===== src/rtl/pxc_pkg.sv =====
package pxc_pkg;
  typedef enum logic [1:0] {
    DEPTH_1  = 2'd0,
    DEPTH_4  = 2'd1,
    DEPTH_12 = 2'd2,
    DEPTH_24 = 2'd3
  } depth_e;
endpackage


===== src/rtl/pxc_lane.sv =====
module pxc_lane
  import pxc_pkg::*;
#(
  parameter int CW      = 12,
  parameter int SMALL_W = 1,
  parameter int MID_W   = 4
) (
  input  logic          clk,
  input  logic          rst,
  input  logic          clr,
  input  depth_e        depth,
  input  logic          inc,
  input  logic          wrap_ok,
  input  logic          shift_en,
  input  logic          sin,
  output logic [CW-1:0] val,
  output logic          full,
  output logic          msb
);
  localparam int IW = $clog2(CW);

  logic [CW-1:0] mask;
  logic [CW-1:0] shifted;
  logic [IW-1:0] top_idx;

  always_comb begin
    case (depth)
      DEPTH_1: top_idx = IW'(SMALL_W - 1);
      DEPTH_4: top_idx = IW'(MID_W - 1);
      default: top_idx = IW'(CW - 1);
    endcase
    for (int i = 0; i < CW; i++) begin
      mask[i] = (i <= int'(top_idx));
    end
  end

  assign full    = ((val & mask) == mask);
  assign msb     = val[top_idx];
  assign shifted = ({val[CW-2:0], sin} & mask) | (val & ~mask);

  always_ff @(posedge clk) begin
    if (rst || clr) begin
      val <= '0;
    end else if (shift_en) begin
      val <= shifted;
    end else if (inc && (!full || wrap_ok)) begin
      val <= (val + CW'(1)) & mask;
    end
  end
endmodule


===== src/rtl/pxc_mode_ctrl.sv =====
module pxc_mode_ctrl
  import pxc_pkg::*;
(
  input  logic   [1:0] depth_sel,
  input  logic         crw_en,
  input  logic         cnt_sel,
  input  logic         rd_en,
  input  logic         shut_a,
  input  logic         shut_b,
  input  logic         hit_a,
  input  logic         hit_b,
  input  logic         shift_in,
  input  logic         full_a,
  input  logic         full_b,
  input  logic         msb_a,
  input  logic         msb_b,
  output depth_e       lane_depth,
  output logic         inc_a,
  output logic         inc_b,
  output logic         wrap_b,
  output logic         shen_a,
  output logic         shen_b,
  output logic         sin_a,
  output logic         sout
);
  logic joined;
  logic gate_a, gate_b;

  assign joined = !crw_en && (depth_e'(depth_sel) == DEPTH_24);
  assign gate_a = hit_a && shut_a;
  assign gate_b = hit_b && shut_b;

  always_comb begin
    lane_depth = (depth_e'(depth_sel) == DEPTH_24) ? DEPTH_12 : depth_e'(depth_sel);
    wrap_b     = joined;
    if (crw_en) begin
      inc_a  = gate_a && cnt_sel;
      inc_b  = gate_b && !cnt_sel;
      shen_a = rd_en && !cnt_sel;
      shen_b = rd_en && cnt_sel;
      sin_a  = shift_in;
      sout   = cnt_sel ? msb_b : msb_a;
    end else begin
      shen_a = rd_en;
      shen_b = rd_en;
      sin_a  = msb_b;
      sout   = msb_a;
      if (joined) begin
        inc_b = gate_a && !rd_en && !(full_a && full_b);
        inc_a = inc_b && full_b;
      end else begin
        inc_a = gate_a && !rd_en;
        inc_b = gate_b && !rd_en;
      end
    end
  end
endmodule


===== src/rtl/pixel_dual_counter.sv =====
module pixel_dual_counter
  import pxc_pkg::*;
#(
  parameter int CW      = 12,
  parameter int SMALL_W = 1,
  parameter int MID_W   = 4
) (
  input  logic       clk,
  input  logic       rst,
  input  logic       fast_clr,
  input  logic [1:0] depth_sel,
  input  logic       crw_en,
  input  logic       cnt_sel,
  input  logic       shut_a,
  input  logic       shut_b,
  input  logic       hit_a,
  input  logic       hit_b,
  input  logic       rd_en,
  input  logic       shift_in,
  output logic       shift_out
);
  depth_e        lane_depth;
  logic          inc_a, inc_b, wrap_b;
  logic          shen_a, shen_b, sin_a;
  logic          full_a, full_b, msb_a, msb_b;
  logic [CW-1:0] val_a, val_b;

  pxc_mode_ctrl ctrl_i (
    .depth_sel (depth_sel),
    .crw_en    (crw_en),
    .cnt_sel   (cnt_sel),
    .rd_en     (rd_en),
    .shut_a    (shut_a),
    .shut_b    (shut_b),
    .hit_a     (hit_a),
    .hit_b     (hit_b),
    .shift_in  (shift_in),
    .full_a    (full_a),
    .full_b    (full_b),
    .msb_a     (msb_a),
    .msb_b     (msb_b),
    .lane_depth(lane_depth),
    .inc_a     (inc_a),
    .inc_b     (inc_b),
    .wrap_b    (wrap_b),
    .shen_a    (shen_a),
    .shen_b    (shen_b),
    .sin_a     (sin_a),
    .sout      (shift_out)
  );

  pxc_lane #(.CW(CW), .SMALL_W(SMALL_W), .MID_W(MID_W)) lane_a_i (
    .clk     (clk),
    .rst     (rst),
    .clr     (fast_clr),
    .depth   (lane_depth),
    .inc     (inc_a),
    .wrap_ok (1'b0),
    .shift_en(shen_a),
    .sin     (sin_a),
    .val     (val_a),
    .full    (full_a),
    .msb     (msb_a)
  );

  pxc_lane #(.CW(CW), .SMALL_W(SMALL_W), .MID_W(MID_W)) lane_b_i (
    .clk     (clk),
    .rst     (rst),
    .clr     (fast_clr),
    .depth   (lane_depth),
    .inc     (inc_b),
    .wrap_ok (wrap_b),
    .shift_en(shen_b),
    .sin     (shift_in),
    .val     (val_b),
    .full    (full_b),
    .msb     (msb_b)
  );
endmodule


===== config.mk =====
export PLATFORM = sky130hd
export DESIGN_NAME = pixel_dual_counter
export DESIGN_NICKNAME = d
export VERILOG_FILES = /design/src/rtl/pxc_pkg.sv /design/src/rtl/pxc_lane.sv /design/src/rtl/pxc_mode_ctrl.sv /design/src/rtl/pixel_dual_counter.sv
export SDC_FILE = /design/constraint.sdc
export NUM_CORES = 1
export LEC_CHECK = 0
export BUFFER_PORTS_ARGS = -buffer_cell sky130_fd_sc_hd__clkbuf_2
export CAP_MARGIN = 40
export CORE_MARGIN = 2
export CORE_UTILIZATION = 45
export CTS_CLUSTER_DIAMETER = 60
export DETAILED_ROUTE_END_ITERATION = 10
export PLACE_DENSITY = 0.68
export SLEW_MARGIN = 20
export SYNTH_ARGS = -nofsm -noshare
export SYNTH_HDL_FRONTEND = slang
export SYNTH_SLANG_ARGS = --single-unit

===== constraint.sdc =====
create_clock -name clk -period 2.2 [get_ports clk]
set_input_delay 0.44 -clock clk [delete_from_list [all_inputs] [get_ports clk]]
set_output_delay 0.44 -clock clk [all_outputs]
set_load 0.1 [all_outputs]

==> out/metrics.csv <==
stage,metric,value,unit
run_status,status,completed,
finish,nets,285,
power,power per cell area,409,nW/µm²
die,die width,67.9,µm
grt,largest net degree at the start of global routing,20,
clocking,Resized cells post-CTS,0,
detailed_routing,M1 WL,2340,µm
detailed_routing,max layer used,met4,
finish,Synth-to-Final Area Change,18.0,%
clocking,Sink Count,24,
finish,Final Cell Area,2170,µm²
synthesis,"FF+latch count, synth",24,
detailed_routing,DRC Markers,0,
clocking,TritonCTS buffer count,3,
synthesis,most frequent cell after synthesis,nand2_1,
synthesis,syn_nets,258,
placed_design,# port buffers,13,
detailed_routing,metal3 WL,186,µm
synthesis,Netlist cell types,61,
timing,max-slew headroom at the worst pin,52.5,%
synthesis,Synth Warn #,0,
clocking,root buffer cell,clkbuf_8,
finish,utilization after layout,54.6,%
timing,final period utilization,91.8,%
detailed_routing,final WL,5010,µm
timing,Worst-Margin Slew,0.711,ns
grt,gr usage total,23.9,%
detailed_routing,vias after detailed routing,1946,
die,Initial Util,46.3,%
die,Site Rows,23,
hold_path,Worst Hold Depth,3,
synthesis,largest area contributor in the netlist,dfxtp_1,
worst_setup_path,FF-to-FF path depth,6,
detailed_routing,Vias per Instance,6.12,
synthesis,"EDFF count, synth",0,
placed_design,Area after DPL,2120,µm²
synthesis,Post-synth top cells,"30 x nand2_1, 24 x dfxtp_1, 24 x o21ai_0",
clocking,CTS tree,built,
hold_path,worst min path class,in -> reg,
timing,Clock Skew,0.00531,ns
worst_setup_path,Worst EP arrival,2.18,ns
finish,share of cells above drive strength 1,22.8,%
job,max cap viols,0,
worst_setup_path,Worst setup EP type,flip-flop,
detailed_routing,met2 WL,2400,µm
timing,Fmax achieved,0.495,GHz
synthesis,Yosys top cell area share,26.2,%
power,maximum VDD drop,0.289,mV
die,area of the core,3970,µm²
placed_design,detailed placement HPWL,3870,µm
finish,fillers,392,
timing,Tmin final,2.02,ns
die,IO Count,14,
power,total power,0.886,mW
synthesis,register area share after synthesis,26.2,%
worst_setup_path,critical path class,reg -> reg,
die,Die Height,67.9,µm
detailed_routing,final antenna-violating net count,0,
worst_setup_path,Critical Path Start Type,flip-flop,
die,area of the die,4610,µm²
detailed_routing,initial detailed-routing violation count,129,
timing,final hold viol count,0,
grt,initial antenna violation count,0,
worst_setup_path,CP Max Fanout,8,
synthesis,Synth area leaders,"dfxtp_1 26%, o21ai_0 6.5%, nand2_1 6.1%, nand3_1 5.2%, a21oi_1 4.1%",
clocking,H-tree depth,1,
clocking,Post-CTS Setup Bufs,0,
finish,antenna cells,0,
clocking,clock transition at the registers of the reported paths,0.08,ns
grt,gr ovfl total,0,
timing,Final setup viols,0,
finish,multi-input combinational cell area,1270,µm²
timing,RSZ-0062 raised after global routing,no,
synthesis,commonest register cell after synthesis,dfxtp_1,
detailed_routing,post-DR wirelength/cell,15.8,µm
detailed_routing,DRT Pass-1 Iters,4,
power,Leak,0.766,nW
timing,final setup margin,0.181,ns
finish,FF/Latch Area,480,µm²
timing,total negative setup slack,0,ns
worst_setup_path,WP data required,2.36,ns
synthesis,mapped cell area,1840,µm²
clocking,Longest Clk Path Bufs,2,
synthesis,Syn Inst Count,243,
placed_design,GPL Wtd Cong,0.910,
grt,global-route wire length before repair,8390,µm
clocking,clk_lat worst skew,0.26,ns
synthesis,Post-synth ARST share,0,%
placed_design,DP Worst Slack,0.0676,ns
timing,max-slew violations,0,
clocking,# hold bufs at CTS,0,
synthesis,Syn Area/Cell,7.56,µm²
grt,vias in the first global route,1781,
cell usage in the layout (no fill, tap or decap), types with 2 or more instances in the layout:
| master | netlist | routed |
|---|---|---|
| a31o_2 | 2 | 2 |
| nand4_1 | 7 | 7 |
| and2_1 | 4 | 4 |
| buf_4 | 2 | 28 |
| o211ai_1 | 4 | 4 |
| nand2_1 | 30 | 30 |
| a31oi_1 | 3 | 3 |
| a21o_1 | 2 | 2 |
| a32o_1 | 5 | 5 |
| a2bb2oi_1 | 2 | 2 |
| dfxtp_1 | 24 | 24 |
| clkbuf_8 | 0 | 3 |
| or2_2 | 2 | 2 |
| nand3_1 | 19 | 19 |
| xor2_1 | 2 | 2 |
| a2111oi_2 | 2 | 2 |
| mux2i_1 | 3 | 3 |
| o2111ai_1 | 3 | 3 |
| nor2_1 | 17 | 17 |
| inv_1 | 6 | 6 |
| a211oi_1 | 4 | 4 |
| xnor2_1 | 2 | 2 |
| o32ai_1 | 2 | 2 |
| a21oi_1 | 15 | 15 |
| clkbuf_2 | 0 | 12 |
| nor3_1 | 2 | 2 |
| a41oi_1 | 2 | 2 |
| ha_1 | 2 | 2 |
| and4_1 | 3 | 3 |
| o21ai_0 | 24 | 23 |
| o22ai_1 | 2 | 2 |
routing by layer:
metal | GRT usage, % | vias up
li1 | - | 986
met1 | 31.6 | 917
met2 | 40.4 | 37
met3 | 3.78 | 6
met4 | 6.50 | 0
met5 | 0 | -
final timing paths:
kind / slack, ns / start / end
worst max-delay path: 0.18 / flip-flop / flip-flop
worst min-delay path: 0.46 / shift_in / lane_b_i.val[0]$_SDFFE_PP0P_
worst max register to register: 0.18 / flip-flop / flip-flop
worst min register to register: 0.54 / flip-flop / flip-flop
report_power, final:
group | internal [mW] | switching [mW] | leakage, nW
Clock | 0.122 | 0.135 | 0.0216
Combinational | 0.0680 | 0.119 | 0.551
Sequential | 0.438 | 0.00370 | 0.194
Total | 0.628 | 0.258 | 0.766
logic make-up (layout without fill, tap and decap cells):
family / Yosys count / count (layout) / share of synthesized area, %
buffers and inverters: 25 / 50 / 5.72
AO/OA/AOI/OAI: 92 / 92 / 37.9
multiplexers: 4 / 4 / 2.25
flip-flops: 24 / 24 / 26.2
adder cells (fa/ha/maj): 2 / 2 / 1.36
XOR/XNOR: 4 / 4 / 1.91
AND/OR/NAND/NOR: 92 / 92 / 24.7
cell type report:
type | instances | share of cell area [%]
Tap cell | 50 | 2.89
Clock buffer | 3 | 1.91
Inverter | 6 | 1.04
Multi-Input combinational cell | 194 | 58.6
Sequential cell | 24 | 22.2
Timing Repair Buffer | 41 | 13.4
critical path, cell delays in order (launching register included):
cell and delay (ns):
dfxtp_1 0.46, nand4_1 0.22, o21ai_0 0.26, o311ai_2 0.28, a21oi_1 0.35, nor2_1 0.12
a32o_1 0.22
stage by stage:
stage | cells | hold slack, ns
global placement | 315 | 0.532
finish | 318 | 0.464
detailed placement | 315 | 0.544
floorplan | 243 | 0.475
CTS | 318 | 0.454
global route | 318 | 0.505
(Power assumes the default switching activity.)
